File: src/rtl/bbuf_pkg.sv
package bbuf_pkg;

    // Status bit positions; the enable vector uses the same order.
    localparam int unsigned ST_TX_DONE = 0;
    localparam int unsigned ST_TX_LVL  = 1;
    localparam int unsigned ST_RX_DONE = 2;
    localparam int unsigned ST_RX_LVL  = 3;
    localparam int unsigned ST_W       = 4;

    // Queue index inside the top-level generate.
    localparam int unsigned Q_TX = 0;
    localparam int unsigned Q_RX = 1;
    localparam int unsigned Q_N  = 2;

    typedef struct packed {
        logic push;
        logic pop;
        logic flush;
    } fifo_req_t;

endpackage

File: src/rtl/bbuf_fifo.sv
module bbuf_fifo
    import bbuf_pkg::*;
#(
    parameter int unsigned DEPTH = 8,
    parameter int unsigned DW    = 8,
    parameter int unsigned CW    = $clog2(DEPTH + 1)
) (
    input  logic          clk,
    input  logic          rst_n,
    input  fifo_req_t     req,
    input  logic [DW-1:0] wdata,
    output logic [DW-1:0] rdata,
    output logic [CW-1:0] cnt,
    output logic          push_ok,
    output logic          pop_ok
);

    localparam int unsigned PW = (DEPTH > 1) ? $clog2(DEPTH) : 1;
    localparam logic [CW-1:0] FULL = CW'(DEPTH);
    localparam logic [PW-1:0] LAST = PW'(DEPTH - 1);

    typedef struct packed {
        logic [PW-1:0] rp;
        logic [PW-1:0] wp;
        logic [CW-1:0] cnt;
    } state_t;

    state_t st_d, st_q;
    logic [DW-1:0] mem [DEPTH];

    function automatic logic [PW-1:0] ptr_next(input logic [PW-1:0] p);
        return (p == LAST) ? '0 : p + PW'(1);
    endfunction

    always_comb begin
        st_d    = st_q;
        push_ok = req.push && !req.flush && (st_q.cnt != FULL);
        pop_ok  = req.pop  && !req.flush && (st_q.cnt != '0);
        if (req.flush) begin
            st_d = '0;
        end else begin
            if (push_ok) st_d.wp = ptr_next(st_q.wp);
            if (pop_ok)  st_d.rp = ptr_next(st_q.rp);
            case ({push_ok, pop_ok})
                2'b10:   st_d.cnt = st_q.cnt + CW'(1);
                2'b01:   st_d.cnt = st_q.cnt - CW'(1);
                default: st_d.cnt = st_q.cnt;
            endcase
        end
    end

    always_ff @(posedge clk or negedge rst_n) begin
        if (!rst_n) st_q <= '0;
        else        st_q <= st_d;
    end

    always_ff @(posedge clk) begin
        if (push_ok) mem[st_q.wp] <= wdata;
    end

    assign rdata = mem[st_q.rp];
    assign cnt   = st_q.cnt;

endmodule

File: src/rtl/bbuf_rxacc.sv
module bbuf_rxacc #(
    parameter int unsigned TW = 8,
    parameter int unsigned RW = 3
) (
    input  logic          clk,
    input  logic          rst_n,
    input  logic          push_ok,
    input  logic          pop_ok,
    input  logic          flush,
    output logic [TW-1:0] total,
    output logic [RW-1:0] rdcnt
);

    typedef struct packed {
        logic [TW-1:0] total;
        logic [RW-1:0] rdcnt;
    } state_t;

    state_t st_d, st_q;

    always_comb begin
        st_d = st_q;
        if (flush) begin
            st_d = '0;
        end else begin
            if (push_ok) st_d.total = st_q.total + TW'(1);
            if (pop_ok)  st_d.rdcnt = st_q.rdcnt + RW'(1);
        end
    end

    always_ff @(posedge clk or negedge rst_n) begin
        if (!rst_n) st_q <= '0;
        else        st_q <= st_d;
    end

    assign total = st_q.total;
    assign rdcnt = st_q.rdcnt;

endmodule

File: src/rtl/bbuf_irq.sv
module bbuf_irq
    import bbuf_pkg::*;
#(
    parameter int unsigned CW = 4,
    parameter int unsigned LW = 4
) (
    input  logic            clk,
    input  logic            rst_n,
    input  logic [CW-1:0]   tx_cnt,
    input  logic [CW-1:0]   rx_cnt,
    input  logic [LW-1:0]   tx_lvl,
    input  logic [LW-1:0]   rx_lvl,
    input  logic            tx_done_ev,
    input  logic            rx_done_ev,
    input  logic [ST_W-1:0] w1c,
    input  logic [ST_W-1:0] en,
    output logic [ST_W-1:0] sts,
    output logic            irq
);

    localparam int unsigned MW = (CW > LW) ? CW : LW;

    typedef struct packed {
        logic tx_done;
        logic rx_done;
    } state_t;

    state_t st_d, st_q;
    logic   tx_hit, rx_hit;
    logic [1:0] lvl_clr_unused;

    assign lvl_clr_unused = {w1c[ST_TX_LVL], w1c[ST_RX_LVL]};

    // A new event wins over a clear arriving in the same cycle.
    always_comb begin
        st_d         = st_q;
        st_d.tx_done = tx_done_ev | (st_q.tx_done & ~w1c[ST_TX_DONE]);
        st_d.rx_done = rx_done_ev | (st_q.rx_done & ~w1c[ST_RX_DONE]);
    end

    always_ff @(posedge clk or negedge rst_n) begin
        if (!rst_n) st_q <= '0;
        else        st_q <= st_d;
    end

    assign rx_hit = MW'(rx_cnt) >= MW'(rx_lvl);
    assign tx_hit = MW'(tx_cnt) <= MW'(tx_lvl);

    always_comb begin
        sts             = '0;
        sts[ST_TX_DONE] = st_q.tx_done;
        sts[ST_TX_LVL]  = tx_hit;
        sts[ST_RX_DONE] = st_q.rx_done;
        sts[ST_RX_LVL]  = rx_hit;
    end

    assign irq = |(sts & en);

endmodule

File: src/rtl/bbuf_top.sv
module bbuf_top
    import bbuf_pkg::*;
#(
    parameter int unsigned DEPTH = 8,
    parameter int unsigned DW    = 8,
    parameter int unsigned LW    = 4,
    parameter int unsigned TW    = 8,
    parameter int unsigned RW    = 3,
    localparam int unsigned CW   = $clog2(DEPTH + 1)
) (
    input  logic            clk,
    input  logic            rst_n,
    input  logic            tx_wr_en,
    input  logic [DW-1:0]   tx_wr_data,
    input  logic            tx_rd_en,
    output logic [DW-1:0]   tx_rd_data,
    input  logic            tx_flush,
    input  logic            rx_wr_en,
    input  logic [DW-1:0]   rx_wr_data,
    input  logic            rx_rd_en,
    output logic [DW-1:0]   rx_rd_data,
    input  logic            rx_flush,
    input  logic [LW-1:0]   tx_lvl,
    input  logic [LW-1:0]   rx_lvl,
    input  logic            tx_frame_done,
    input  logic            rx_frame_done,
    input  logic [ST_W-1:0] irq_en,
    input  logic [ST_W-1:0] irq_w1c,
    output logic [2*CW-1:0] buf_cnt,
    output logic [TW-1:0]   rx_total,
    output logic [RW-1:0]   rx_rdcnt,
    output logic [ST_W-1:0] irq_sts,
    output logic            irq
);

    fifo_req_t     req     [Q_N];
    logic [DW-1:0] wdat    [Q_N];
    logic [DW-1:0] rdat    [Q_N];
    logic [CW-1:0] cnt     [Q_N];
    logic          push_ok [Q_N];
    logic          pop_ok  [Q_N];
    logic          tx_ok_unused;

    assign req[Q_TX]  = '{push: tx_wr_en, pop: tx_rd_en, flush: tx_flush};
    assign req[Q_RX]  = '{push: rx_wr_en, pop: rx_rd_en, flush: rx_flush};
    assign wdat[Q_TX] = tx_wr_data;
    assign wdat[Q_RX] = rx_wr_data;

    for (genvar g = 0; g < Q_N; g++) begin : g_q
        bbuf_fifo #(
            .DEPTH (DEPTH),
            .DW    (DW),
            .CW    (CW)
        ) u_fifo (
            .clk     (clk),
            .rst_n   (rst_n),
            .req     (req[g]),
            .wdata   (wdat[g]),
            .rdata   (rdat[g]),
            .cnt     (cnt[g]),
            .push_ok (push_ok[g]),
            .pop_ok  (pop_ok[g])
        );
    end

    assign tx_ok_unused = push_ok[Q_TX] ^ pop_ok[Q_TX];

    bbuf_rxacc #(
        .TW (TW),
        .RW (RW)
    ) u_rxacc (
        .clk     (clk),
        .rst_n   (rst_n),
        .push_ok (push_ok[Q_RX]),
        .pop_ok  (pop_ok[Q_RX]),
        .flush   (rx_flush),
        .total   (rx_total),
        .rdcnt   (rx_rdcnt)
    );

    bbuf_irq #(
        .CW (CW),
        .LW (LW)
    ) u_irq (
        .clk        (clk),
        .rst_n      (rst_n),
        .tx_cnt     (cnt[Q_TX]),
        .rx_cnt     (cnt[Q_RX]),
        .tx_lvl     (tx_lvl),
        .rx_lvl     (rx_lvl),
        .tx_done_ev (tx_frame_done),
        .rx_done_ev (rx_frame_done),
        .w1c        (irq_w1c),
        .en         (irq_en),
        .sts        (irq_sts),
        .irq        (irq)
    );

    assign tx_rd_data = rdat[Q_TX];
    assign rx_rd_data = rdat[Q_RX];
    assign buf_cnt    = {cnt[Q_TX], cnt[Q_RX]};

endmodule

File: config.mk
export PLATFORM = sky130hd
export DESIGN_NAME = bbuf_top
export DESIGN_NICKNAME = d
export VERILOG_FILES = /design/src/rtl/bbuf_pkg.sv /design/src/rtl/bbuf_fifo.sv /design/src/rtl/bbuf_rxacc.sv /design/src/rtl/bbuf_irq.sv /design/src/rtl/bbuf_top.sv
export SDC_FILE = /design/constraint.sdc
export NUM_CORES = 1
export LEC_CHECK = 0
export ABC_AREA = 1
export BUFFER_PORTS_ARGS = -buffer_cell sky130_fd_sc_hd__buf_4
export CORE_MARGIN = 3
export CORE_UTILIZATION = 30
export CTS_CLUSTER_DIAMETER = 120
export DETAILED_ROUTE_END_ITERATION = 10
export PLACE_DENSITY = 0.57
export SLEW_MARGIN = 20
export SYNTH_ARGS = -nofsm -noshare
export SYNTH_HDL_FRONTEND = slang
export SYNTH_SLANG_ARGS = --single-unit
File: constraint.sdc
create_clock -name clk -period 3.5 [get_ports clk]
set_input_delay 0.525 -clock clk [delete_from_list [all_inputs] [get_ports clk]]
set_output_delay 0.525 -clock clk [all_outputs]
set_load 0.02 [all_outputs]
Word-level counts from Yosys, hierarchy flattened
Memory sizes are Yosys's and may differ from the RTL's.
Cells that the tools add are included.

word-level totals
  RAM bits = 128
  memories kept = 2
  register bits after elaboration = 33
  word-level logic and storage cells = 79
  input port bits = 42

memory list
  name               words  width  read ports  clocked after memory_dff  wr ports  RTL line         RTL
  g_q[0].u_fifo.mem  8      8      1           0                         1         bbuf_fifo.sv:29  logic [DW-1:0] mem [DEPTH];
  g_q[1].u_fifo.mem  8      8      1           0                         1         bbuf_fifo.sv:29

cells by class
  $lt $le $gt $ge = 2
  bitwise gates (word level) = 7
  equality and inequality tests = 10
  $add $sub $neg = 10
  reductions and logical operators = 19
  multiplexer cells = 19

operators with widths
  cell                 count
  $mux 3               9
  $mux 10              2
  $pmux 4 s2           2
  $add 3x1->3 const B  5
  $eq 3x3->1 const B   4
  $mux 11              1
  $add 4x1->4 const B  2
  $add 8x1->8 const B  1
  $logic_and 1x1->1    8
  $mux 8               1
  $ne 4x4->1 const B   2
  $reduce_bool 2->1    4
  $reduce_bool 4->1    2
  $sub 4x1->4 const B  2
  $reduce_bool 3->1    2
  $and 4x4->4          1
  $eq 2x1->1 const B   2
  $eq 2x2->1 const B   2
  $ge 4x4->1           1
  $le 4x4->1           1
  $mux 1               4
  $reduce_or 4->1      1
  $and 1x1->1          2
  $logic_not 1->1      2
  2 further kinds      4

Depth between registers and ports, before layout
Gate-level depths: netlist of run 1.

  depth after elaboration = 6
  depth in mapped cells = 16

Hierarchy
A second synthesis of run 1 with hierarchy kept.

unflattened totals
  cells, all modules = 667
  area total of the unflattened synthesis = 7303.3 um^2

by module, submodules not included
  module                     times used  area each (um^2)  cells each
  bbuf_fifo (g_q[1].u_fifo)  1           3201.8            275
  bbuf_fifo (g_q[0].u_fifo)  1           3195.6            275
  bbuf_rxacc                 1           553.0             67
  bbuf_irq                   1           352.8             50

Least setup slack after synthesis of run 1
OpenSTA, ideal clock, no wires.

  path type = register to register
  start = register g_q[1].u_fifo.st_q, in the netlist g_q[1].u_fifo.cnt[1]
  end = register g_q[1].u_fifo.st_q, in the netlist g_q[1].u_fifo.cnt[3]
  path buffers = 0
  path slack = 1.557 ns
  library setup time = 0.116 ns
  stages on the path, launching flop included = 16
  required time = 3.384 ns
  arrival = 1.827 ns
  cells stage by stage = dfrtp_1 > nor2_4 > nand3_1 > nand2_2 > inv_2 > nand2_4 > inv_2 > ha_1 > a21oi_1 > nand3_1 > nand2_1 > inv_1 > nand2_1 > nand2_1 > nand2_1 > nand2_1

between the ends
  word-level cells in the longest chain between the ends = 5
  elaborated cells on any way between the ends = 11
  classes of those cells = add/sub (2); eq/ne (3); mux (2); reduce/logical (4)

ends and longest elaborated chain
  element                                                 RTL line                          RTL
  from (decl)                                             bbuf_fifo.sv:28                   state_t st_d, st_q;
  from (signal assigned)                                  bbuf_fifo.sv:54                   else st_q <= st_d;
  $ne 4x4->1 / $reduce_bool 4->1 (equally long branches)  bbuf_fifo.sv:37, bbuf_fifo.sv:38
  $logic_and 1x1->1, on equally long branches             bbuf_fifo.sv:37, bbuf_fifo.sv:38
  $eq 2x1->1 / $eq 2x2->1 (equally long branches)         bbuf_fifo.sv:44                   case ({push_ok, pop_ok})
  $pmux 4 s2                                              bbuf_fifo.sv:44
  $mux 10                                                 bbuf_fifo.sv:39                   if (req.flush) begin

Several ways; a longest one is shown, not always the timed one.
A chain may end at the register's enable or synchronous reset.

Final worst setup path of run 1
  start = register g_q[0].u_fifo.st_q[8] (netlist name)
  end = output tx_rd_data[0]

between the ends
  word-level cells in the longest chain between the ends = 1

ends and longest elaborated chain
  element                 RTL line         RTL
  from (decl)             bbuf_fifo.sv:28
  from (signal assigned)  bbuf_fifo.sv:54
  $mem_v2 8x8             -
  to (decl)               bbuf_top.sv:16   output logic [DW-1:0] tx_rd_data,

No other way between the ends.

==> results.ini, run 1 <==
[logic_synthesis]
synthMuxAreaShare=0
yosys_warnings=0
synthFlopType=edfxtp_1
synth_seq_cells=161
synth_area_leaders=edfxtp_1, dfrtp_1, nor2_1
synth_compound_area_frac=0.110
yosysTopAreaCellShare=0.540
synthesis.area_um2=7120
synthArstFlopShare=0.205
synth_xor_area_frac=0.00246
yosysSeqAreaShare=0.656
synth_cell_types=35
avgSynthCellArea_um2=11.0
yosys.area.top_type=edfxtp_1
synth_edf_count=128
yosys.area_share.simple=0.139
synth_adder_area_share=0.0443
postSynthCellCount=647
syn_nets=713
synth_top_family_by_area=simple AND/OR/NAND/NOR gates

[sta]
setup_viol=0
max_freq_mhz=351
slew_viol_final=0
period_needed_ns=2.85
fin_ws_ns=0.652
finalClockSkew_ns=0.00712
tns_ns=0
hold_violations=0
slew_headroom=0.375
max_slew.worst_pin.slew_ns=0.935
rsz0062_at_grt=false
fin_crit_sh=0.814

[global_routing]
grt_pass1_vias=4628
grt_pass1_wl_mm=24.3
antenna_found_initial=0
overflow=0
grt_max_degree=35
grt_usage=0.120

[floorplan]
floorplan.initialDensity=0.310
design.die.area_um2=25600
core_um2=23000
rows=55
io_pins=82
fp.dieH_um=160
die_w_um=160

[clock_network]
cts_htree_levels=4
clockBufferDepth=2
clockRootBuffer=clkbuf_16
cts.clk_slew.worst_paths_ns=0.07
cts_sinks=161
cts_setup_buffers=0
cts_tree=yes
numCtsBuffers=17
clock_latency_ns=0.42
cts_resized=0
cts_hold_buf=0

[job]
drv_cap=0

[critical_path]
crit_arrival_ns=2.32
critPathRequiredTime_ns=2.97
cp_slowest_cell=inv_1
path_delay_family=buffers and inverters
cp_common_cell=buf_4
path_cells=buf_4 > inv_1 > o21ai_0 > o22ai_1 > nor2_1 > a31oi_1 > buf_4
cp_max_fo=18
cp-end-kind=output pin
crit_path_start_kind=flop
path_class=reg2out
crit_buf_inv=3
cpPeakStageDelay_ns=0.52

[min_path]
hp-class=in2async

[final_layout]
syn_to_final_growth_pct=21.0
num-nets-final=793
seq_area_um2=4670
n_antenna_cell=0
multi_input_area_um2=2110
nFillCells=2300
drive_gt1_frac=0.189

[placement]
gp_congestion=0.753
dp_hpwl_mm=9.63
port_buffers=79
place_ws_ns=1.05

[power_and_ir_drop]
power_density_nw_per_um2=554
power.total_w=0.00477
ir_drop_mv=0.333
cellLeakagePower_nw=3.44

[detailed_routing]
dr.pass1.iters=4
vias=4773
drt-initial-drc-count=274
drc=0
postRouteWirelength_mm=14.9
antenna_left=0
wl_per_cell_um=14.2
routed_via_density=4.53

[status]
status=complete, no violations

==> cells by family (layout without fill, tap and decap cells) <==
logic type	Yosys count	in the layout
buf+inv	76	169
simple gates	244	244
fa+ha+maj	24	24
flops	161	161
xor+xnor	2	2
compound gates	140	140
==> synthesized netlist by cell type (2+ instances only) <==
| master | count |
|---|---|
| inv_2 | 6 |
| ha_1 | 22 |
| inv_1 | 39 |
| a31oi_1 | 16 |
| dfrtp_1 | 33 |
| buf_4 | 10 |
| o21ai_0 | 76 |
| nand4_1 | 3 |
| nand2_1 | 69 |
| buf_2 | 12 |
| o22ai_1 | 20 |
| a21oi_1 | 10 |
| clkbuf_1 | 6 |
| nand3_1 | 18 |
| edfxtp_1 | 128 |
| o21ai_1 | 7 |
| nor2_1 | 142 |
| nor3_1 | 2 |
| fa_1 | 2 |
| clkinv_1 | 2 |
| nand2_2 | 4 |
| o21bai_1 | 3 |
| a22o_1 | 2 |
| a21oi_2 | 4 |
==> layout by cell type (no fill, tap or decap), types with 16 or more instances in the layout <==
cell type  count
nor2_1       142
edfxtp_1     128
buf_4         90
o21ai_0       76
nand2_1       69
inv_1         39
dfrtp_1       33
ha_1          22
o22ai_1       20
nand3_1       18
clkbuf_16     17
a31oi_1       16
==> per-layer routing <==
metal  part of all wire  track usage  vias to the layer above
li1                   -            -                     2413
met1               0.48        0.163                     2248
met2               0.46        0.187                       96
met3              0.045       0.0329                       16
met4              0.014       0.0379                        0
met5                  0            0                        -
==> flip-flops by register name, indices dropped and copies added, names as in the netlist <==
name and cells:
u_irq.sts 2, g_q.u_fifo.cnt 8, u_rxacc.total 8, u_rxacc.rdcnt 3, g_q.u_fifo.mem 128, g_q.u_fifo.st_q 12
==> final timing paths <==
path	from	endpoint	slack, ns	cells after the start
max in group asynchronous	rst_n	u_rxacc.total[1]	3.12	1
min in group clk	irq_w1c[0]	u_irq.sts[0]	0.28	2
worst min-delay path	rst_n	u_irq.sts[0]	0.05	1
worst min register to register	u_rxacc.rdcnt[0]	u_rxacc.rdcnt[0]	0.51	1
worst max register to register	g_q[1].u_fifo.cnt[1]	g_q[1].u_fifo.cnt[3]	1.36	15
worst max-delay path	g_q[0].u_fifo.st_q[8]	tx_rd_data[0]	0.65	7
==> stage by stage <==
| stage | area [um^2] | hold slack (ns) | cells | utilization |
|---|---|---|---|---|
| final | 8610 | 0.0481 | 1053 | 0.375 |
| after global routing | 8610 | 0.0676 | 1053 | 0.375 |
| after CTS | 8610 | 0.0605 | 1053 | 0.375 |
| after detailed placement | 8020 | 0.490 | 1021 | 0.349 |
| after global placement | 8020 | 0.493 | 1021 | 0.349 |
| after floorplan | 7120 | 0.229 | 647 | - |
==> area by class of cell <==
class / count / share of cell area
Multi-Input combinational cell: 410 / 0.244
Timing Repair Buffer: 90 / 0.0784
Sequential cell: 161 / 0.542
Inverter: 47 / 0.0205
Tap cell: 313 / 0.0455
Clock inverter: 15 / 0.0198
Clock buffer: 17 / 0.0494
==> where the power goes <==
group,leakage [nW],total (W),switching [W],internal [W]
Clock,0.283,0.00187,0.000796,0.00107
Sequential,1.60,0.00219,0.0000564,0.00213
Combinational,1.56,0.000711,0.000446,0.000265
Power figures use the tool's default switching activity.
==> inputs of run 2 (changes only) <==
Clock period 3.5 ns to 2.84 ns, I/O delays scaled along.
==> run 2 against run 1 <==
Effect of this change:
- via count grew 1.3%
- count of clock-buffer cells in the layout unchanged
- wire length is 2.1% lower
- largest cell class unchanged
==> results.ini, run 2 (synthesis gave the netlist of run 1 again) <==
[sta]
finalClockSkew_ns=0.0106  ; +0.00351 ns
tns_ns=0  ; unchanged
slew_headroom=0.507  ; +0.133
max_freq_mhz=406
hold_violations=0  ; unchanged
max_slew.worst_pin.slew_ns=0.736  ; -0.199 ns
timing.hold.ws_ns=0.178  ; +0.130 ns
period_needed_ns=2.46
slew_viol_final=0  ; unchanged
fin_crit_sh=0.868
setup_viol=0  ; unchanged
rsz0062_at_grt=false

[critical_path]
crit_arrival_ns=2.04  ; -0.28 ns
crit_buf_inv=2  ; -1
crit_path_start_kind=flop
critPathRequiredTime_ns=2.41  ; -0.56 ns
cp_slowest_cell=inv_1
cpPeakStageDelay_ns=0.44  ; -0.08 ns
path_delay_family=buffers and inverters
cp_max_fo=17  ; -1
cp-end-kind=output pin
path_class=reg2out
path_cells=inv_1 > o21ai_0 > o22ai_1 > nor2_1 > a31oi_1 > buf_4

[detailed_routing]
antenna_left=0  ; unchanged
drt-initial-drc-count=229  ; -16%
vias=4834  ; +1.3%
postRouteWirelength_mm=14.6  ; -2.1%
drc=0  ; unchanged
routed_via_density=4.54  ; +0.23%
wl_per_cell_um=13.8  ; -3.1%
dr.pass1.iters=4  ; unchanged

[final_layout]
top_register=g_q.u_fifo.mem
final_common_cell=nor2_1
largest_reg_flops=128  ; unchanged
n_antenna_cell=0  ; unchanged
seq_area_um2=4670  ; unchanged
final_cell_mix=nor2_1, edfxtp_1, buf_4
num-nets-final=804  ; +1.4%
nFillCells=2243  ; -2.5%
drive_gt1_frac=0.201  ; +0.0119
multi_input_area_um2=2110  ; unchanged
top_regs=g_q.u_fifo.mem x128, g_q.u_fifo.st_q x12
syn_to_final_growth_pct=22.9

[global_routing]
grt_pass1_vias=4838  ; +4.5%
overflow=0  ; unchanged
grt_pass1_wl_mm=24.3  ; -0.31%
antenna_found_initial=0  ; unchanged
grt_max_degree=35  ; unchanged
grt_usage=0.118  ; -0.00161

[power_and_ir_drop]
power_density_nw_per_um2=693  ; +25%
ir_drop_mv=0.380  ; +14%
cellLeakagePower_nw=3.52  ; +2.4%

[placement]
gp_congestion=0.783  ; +3.9%
port_buffers=79  ; unchanged
dp_hpwl_mm=9.68  ; +0.49%

[clock_network]
cts_setup_buffers=0  ; unchanged
cts_hold_buf=1  ; +1
cts_resized=0  ; unchanged
clock_latency_ns=0.42  ; about the same
cts_sinks=161  ; unchanged
clockBufferDepth=2  ; unchanged
cts_htree_levels=4  ; unchanged
numCtsBuffers=17  ; unchanged
cts.clk_slew.worst_paths_ns=0.07  ; about the same
cts_tree=yes
clockRootBuffer=clkbuf_16

[job]
drv_cap=0  ; unchanged

[floorplan]
floorplan.initialDensity=0.310  ; unchanged
rows=55  ; unchanged
io_pins=82  ; unchanged
fp.dieH_um=160  ; unchanged
design.die.area_um2=25600  ; unchanged
die_w_um=160  ; unchanged
core_um2=23000  ; unchanged

[min_path]
hp-class=in2reg

[status]
status=complete, no violations

==> run 2: cell count changes in the layout (fill, tap and decap cells not counted), sizes merged <==
cell	previous run	this run
bufinv	2	4
dlygate4sd3	0	1
buf	90	100
clkinv	5	3
==> run 2: path summary, 6_finish.rpt <==
kind                                       start                     to  slack [ns]  cells past startpoint
setup / recovery           g_q[1].u_fifo.st_q[8]          rx_rd_data[3]        0.38                      6
max in group asynchronous                  rst_n  g_q[1].u_fifo.st_q[5]        2.04                      2
hold reg to reg                 u_rxacc.rdcnt[2]       u_rxacc.rdcnt[2]        0.48                      1
hold / removal                        irq_w1c[0]           u_irq.sts[0]        0.18                      2
setup reg to reg            g_q[1].u_fifo.cnt[1]   g_q[1].u_fifo.cnt[3]        0.72                     15
min in group asynchronous                  rst_n           u_irq.sts[0]        0.48                      2
==> run 2: layer usage <==
metal	track usage	vias up	routed length (um)
li1	-	2436	-
met1	0.156	2298	7040
met2	0.187	85	6780
met3	0.0329	15	614
met4	0.0422	0	199
met5	0	-	0
==> run 2: area by class of cell <==
cell class / count / share of cell area
inverter: 47 / 0.0202
timing repair buffer: 101 / 0.0869
tap: 313 / 0.0448
multi-input combinational: 410 / 0.241
sequential: 161 / 0.534
clock buffer: 17 / 0.0486
clock inverter: 15 / 0.0252
==> run 2: through the flow <==
step | cell area, um^2 | utilization | cells | setup slack, ns | total power, W
floorplan | 7120 | - | 647 | 0.897 | 0.00331
global placement | 8090 | 0.352 | 1031 | 0.711 | 0.00363
detailed placement | 8090 | 0.352 | 1031 | 0.668 | 0.00365
CTS | 8750 | 0.381 | 1064 | 0.355 | 0.00615
global route | 8750 | 0.381 | 1064 | 0.140 | 0.00636
finish | 8750 | 0.381 | 1064 | 0.376 | 0.00606
==> run 2: power by group <==
part / switching (W) / internal, W
Combinational: 0.000545 / 0.000335
Clock: 0.000975 / 0.00150
Sequential: 0.0000721 / 0.00263
==> run 2: worst register-to-register path, delay by kind of cell (launching register included) <==
| family | cells | cell delay (ns) |
|---|---|---|
| buffers and inverters | 3 | 0.21 |
| adder cells (fa/ha/maj) | 1 | 0.32 |
| flip-flops | 1 | 0.48 |
| AND/OR/NAND/NOR | 10 | 0.83 |
| AO/OA/AOI/OAI | 1 | 0.18 |
